$ cat config.mk
export PLATFORM = sky130hd
export DESIGN_NAME = radio_mode_ctrl
export DESIGN_NICKNAME = d
export VERILOG_FILES = /design/src/rtl/rmc_pkg.sv /design/src/rtl/rmc_decode.sv /design/src/rtl/rmc_pa_seq.sv /design/src/rtl/radio_mode_ctrl.sv
export SDC_FILE = /design/constraint.sdc
export NUM_CORES = 1
export LEC_CHECK = 0
export ABC_AREA = 1
export CORE_MARGIN = 1
export CORE_UTILIZATION = 30
export CTS_CLUSTER_SIZE = 28
export DETAILED_ROUTE_END_ITERATION = 16
export GPL_TIMING_DRIVEN = 1
export PLACE_DENSITY = 0.62
export SYNTH_ARGS = -nofsm -noshare
export SYNTH_HDL_FRONTEND = slang
export SYNTH_SLANG_ARGS = --single-unit
$ cat constraint.sdc
create_clock -name clk -period 1.76 [get_ports clk]
set_clock_uncertainty 0.15 [all_clocks]
set_input_delay 0.44 -clock clk [delete_from_list [all_inputs] [get_ports clk]]
set_output_delay 0.44 -clock clk [all_outputs]
set_load 0.02 [all_outputs]
$ cat src/rtl/rmc_pkg.sv
package rmc_pkg;

  typedef enum logic [2:0] {
    MD_CLKONLY = 3'b000,
    MD_STBY    = 3'b001,
    MD_RX      = 3'b010,
    MD_TX      = 3'b011,
    MD_TXCAL   = 3'b100,
    MD_LOOP    = 3'b101,
    MD_RSV6    = 3'b110,
    MD_RSV7    = 3'b111
  } mode_e;

  typedef struct packed {
    logic rx;
    logic lna;
    logic tx;
    logic lo;
    logic amdet;
    logic rxbuf;
  } blk_en_t;

  localparam blk_en_t BLK_OFF = '0;

endpackage

$ cat src/rtl/rmc_decode.sv
module rmc_decode
  import rmc_pkg::*;
(
  input  logic       en_pin,
  input  logic [2:0] mode,
  output blk_en_t    blk,
  output logic       in_tx
);

  mode_e md;
  assign md = mode_e'(mode);

  always_comb begin
    blk   = BLK_OFF;
    in_tx = 1'b0;
    if (en_pin) begin
      unique case (md)
        MD_CLKONLY: blk = BLK_OFF;
        MD_RX: begin
          blk.rx  = 1'b1;
          blk.lna = 1'b1;
          blk.lo  = 1'b1;
        end
        MD_TX: begin
          blk.tx = 1'b1;
          blk.lo = 1'b1;
          in_tx  = 1'b1;
        end
        MD_TXCAL: begin
          blk.tx    = 1'b1;
          blk.lo    = 1'b1;
          blk.amdet = 1'b1;
          blk.rxbuf = 1'b1;
        end
        MD_LOOP: begin
          blk.rx = 1'b1;
          blk.tx = 1'b1;
          blk.lo = 1'b1;
        end
        default: blk.lo = 1'b1;  // standby and the two spare codes
      endcase
    end
  end

endmodule

$ cat src/rtl/rmc_pa_seq.sv
module rmc_pa_seq #(
  parameter int N_PA  = 4,
  parameter int DLY_W = 4
) (
  input  logic             clk,
  input  logic             rst_n,
  input  logic             en_pin,
  input  logic             in_tx,
  input  logic [DLY_W-1:0] pa_delay,
  input  logic             pa_hold,
  input  logic [N_PA-1:0]  pa_mask,
  output logic [N_PA-1:0]  pa_on
);

  localparam logic [DLY_W-1:0] CNT_MAX = {DLY_W{1'b1}};

  logic [DLY_W-1:0] tx_cnt;
  logic             dly_done;
  logic             grant;

  always_ff @(posedge clk or negedge rst_n) begin
    if (!rst_n)
      tx_cnt <= '0;
    else if (!in_tx)
      tx_cnt <= '0;
    else if (tx_cnt != CNT_MAX)
      tx_cnt <= tx_cnt + 1'b1;
  end

  assign dly_done = (tx_cnt >= pa_delay);
  assign grant    = in_tx ? dly_done : (en_pin & pa_hold);

  for (genvar g = 0; g < N_PA; g++) begin : g_pa
    always_ff @(posedge clk or negedge rst_n) begin
      if (!rst_n)
        pa_on[g] <= 1'b0;
      else
        pa_on[g] <= grant & pa_mask[g];
    end
  end

endmodule

$ cat src/rtl/radio_mode_ctrl.sv
module radio_mode_ctrl
  import rmc_pkg::*;
#(
  parameter int N_PA  = 4,
  parameter int DLY_W = 4
) (
  input  logic             clk,
  input  logic             rst_n,
  input  logic             en_pin,
  input  logic [2:0]       mode,
  input  logic [DLY_W-1:0] pa_delay,
  input  logic             pa_hold,
  input  logic [N_PA-1:0]  pa_mask,
  output logic             rx_path_on,
  output logic             lna_on,
  output logic             tx_path_on,
  output logic             lo_on,
  output logic             clk_out_on,
  output logic             amdet_on,
  output logic             rxbuf_on,
  output logic [N_PA-1:0]  pa_on
);

  blk_en_t blk_nxt, blk_q;
  logic    in_tx;
  logic    clk_q;

  rmc_decode u_dec (
    .en_pin (en_pin),
    .mode   (mode),
    .blk    (blk_nxt),
    .in_tx  (in_tx)
  );

  rmc_pa_seq #(.N_PA(N_PA), .DLY_W(DLY_W)) u_pa (
    .clk      (clk),
    .rst_n    (rst_n),
    .en_pin   (en_pin),
    .in_tx    (in_tx),
    .pa_delay (pa_delay),
    .pa_hold  (pa_hold),
    .pa_mask  (pa_mask),
    .pa_on    (pa_on)
  );

  always_ff @(posedge clk or negedge rst_n) begin
    if (!rst_n) begin
      blk_q <= BLK_OFF;
      clk_q <= 1'b0;
    end else begin
      blk_q <= blk_nxt;
      clk_q <= en_pin;
    end
  end

  assign rx_path_on = blk_q.rx;
  assign lna_on     = blk_q.lna;
  assign tx_path_on = blk_q.tx;
  assign lo_on      = blk_q.lo;
  assign amdet_on   = blk_q.amdet;
  assign rxbuf_on   = blk_q.rxbuf;
  assign clk_out_on = clk_q;

endmodule

==> results.yml <==
critical_path:
  critPathKind: "in -> reg"
  r2r_slack_ns: 0.34
  start_kind: "primary input"
  worst_ep_arrival_time_ns: 1.63
  cp-end-kind: "flip-flop"
  ff2ff_path_depth: 10
  worst-path-max-fanout: 4
  worstPathRequired_ns: 1.78
clocking:
  tritoncts: "done"
  cts_resized: 11
  clock_sinks: 14
  cts_max_level: 1
  cts_buffers: 3
  clk_pin_slew_worst_paths_ns: 0.08
  root_buffer: "clkbuf_4"
  clock_latency_ns: 0.27
  post_cts_buffers: 0
  cts.hold.buffers_added: 0
  cts_buffer_depth: 2
cells_and_area:
  final_core_util_pct: 48.3
  drive_gt1_share_pct: 8.57
  diodes: 0
  area_delta_synth_final_pct: 46.7
  nNetsFinal: 126
floorplan:
  row_count: 16
  fp.dieArea_um2: 2430
  die_x_um: 49.3
  fp.coreArea_um2: 2040
  initial_core_util_pct: 32.9
  dieHeight_um: 49.3
  ios: 26
power:
  vdd_drop_max_mv: 0.349
  p_leak_uw: 0.000556
  power_uw: 662
  power_per_cell_area_nw_per_um2: 671
global_route:
  antenna_found_initial: 0
  grt_pass1_wl_mm: 2.04
  grt-ovfl-total: 0
  first_global_vias: 490
  track_usage_pct: 11.2
  grt_start_max_net_pins: 15
timing:
  max-slew-margin-rel_pct: 82.3
  drv_slew: 0
  worstMarginPinSlew_ns: 0.264
  max_freq_mhz: 620
  finalSetupViolCount: 0
  finalCritPeriodShare_pct: 91.6
  rsz0062_at_grt: "false"
  hold_viol_final: 0
  finalCriticalPeriod_ns: 1.61
drt:
  routedWlPerCell_um: 9.03
  drtIter0Drc: 6
  via_per_inst: 4.12
  drc: 0
  vias: 544
  antenna_left: 0
  drt_wl_total_mm: 1.19
  drtPass1Iterations: 3
place:
  hpwl_um: 960
  portBuffers: 25
  place_congestion: 0.686
yosys:
  syn_avg_cell_area_um2: 8.96
  yosysUniqueCellTypes: 17
  syn_area_um2: 672
  ys_seq_area_share_pct: 52.1
  synth_nets: 95
  synth-seq-cells: 14
  synth_top_cell_by_area: "dfrtp_1"
  yosysWarnings: 0
  synthTopCellsByArea: "dfrtp_1 52%, inv_1 11%, ha_1 9.3%"
  synth_top_area_share_pct: 52.1
  synth_cells: 75
flow_run:
  maxCapViolCount: 0
outcome:
  status: "completed"
min_path:
  holdCritPathClass: "in -> async"
==> routing by layer <==
| layer | wire length, µm | track usage [%] |
|---|---|---|
| met1 | 543 | 13.3 |
| met4 | 23 | 5.88 |
| met3 | 84 | 4.05 |
| met5 | 0 | 0 |
| met2 | 539 | 17.6 |
==> critical path: stages <==
cell	delay, ns
clkdlybuf4s50_1	0.45
inv_1	0.04
ha_1	0.29
nand2_1	0.07
nand2_1	0.06
nor2_2	0.09
nand2_1	0.07
nand2_2	0.08
nor2_1	0.05
==> cell usage after synthesis (all sizes together) <==
cell / instances
buf: 1
a21oi: 3
o21ai: 1
nand2: 15
dfrtp: 14
nor2: 9
a31oi: 1
ha: 5
inv: 19
o21a: 1
nand3: 2
xor2: 1
nor3: 1
nand4: 2
==> logic make-up after synthesis <==
kind of cell | after synthesis | synth area share, %
adder cells (fa/ha/maj) | 5 | 9.31
flip-flops | 14 | 52.1
buffers and inverters | 20 | 11.7
XOR/XNOR | 1 | 1.30
AO/OA/AOI/OAI | 6 | 5.03
AND/OR/NAND/NOR | 29 | 20.5
==> cell type report <==
| type | count | area (µm²) |
|---|---|---|
| timing repair buffer | 27 | 251 |
| sequential | 14 | 350 |
| tap | 27 | 33.8 |
| clock buffer | 4 | 36.3 |
| inverter | 19 | 71.3 |
| fill | 221 | 1060 |
| multi-input combinational | 41 | 243 |
==> power by group <==
part | switching, µW | internal (µW)
Clock | 97.0 | 126
Combinational | 51.9 | 52.1
Sequential | 2.72 | 332
Total | 152 | 510
==> placed cells by master (no fill, tap or decap) <==
cell type and count:
nand2_2 1, nand2_1 14, nand4_1 1, a21oi_1 3
xor2_1 1, inv_1 19, clkbuf_4 3, o21a_1 1
ha_1 5, clkbuf_8 1, nand4_4 1, nor3_1 1
dfrtp_1 14, nand3_1 2, o21ai_0 1, nor2_2 1
nor2_1 8, a31oi_1 1, dlygate4sd2_1 11, clkdlybuf4s50_1 14
buf_4 2
==> state kept, by name (all words and copies together), names as in the netlist <==
register     flops
u_pa.pa_on       4
u_pa.tx_cnt      4
amdet_on         1
clk_out_on       1
lna_on           1
lo_on            1
rx_path_on       1
tx_path_on       1
==> worst paths after layout <==
check,start,to
hold / removal,rst_n,u_pa.pa_on[0]
min in group clk,u_pa.tx_cnt[1],u_pa.tx_cnt[1]
max in group asynchronous,rst_n,tx_path_on
setup / recovery,pa_delay[3],u_pa.pa_on[3]
setup reg to reg,u_pa.tx_cnt[0],u_pa.pa_on[3]
hold reg to reg,u_pa.tx_cnt[1],u_pa.tx_cnt[1]
==> per-stage QoR <==
| stage | area [µm²] | std cells | hold WS (ns) | TNS, ns | setup WS (ns) |
|---|---|---|---|---|---|
| final | 986 | 132 | 0.317 | 0 | 0.148 |
| after global routing | 986 | 132 | 0.313 | 0 | 0.0768 |
| after CTS | 986 | 132 | 0.319 | 0 | 0.136 |
| after detailed placement | 963 | 128 | 0.435 | -0.600 | -0.157 |
| after global placement | 963 | 128 | 0.428 | -0.475 | -0.126 |
| after floorplan | 672 | 75 | -0.00559 | 0 | 0.383 |
No activity file was read; power rests on OpenSTA's default activity.
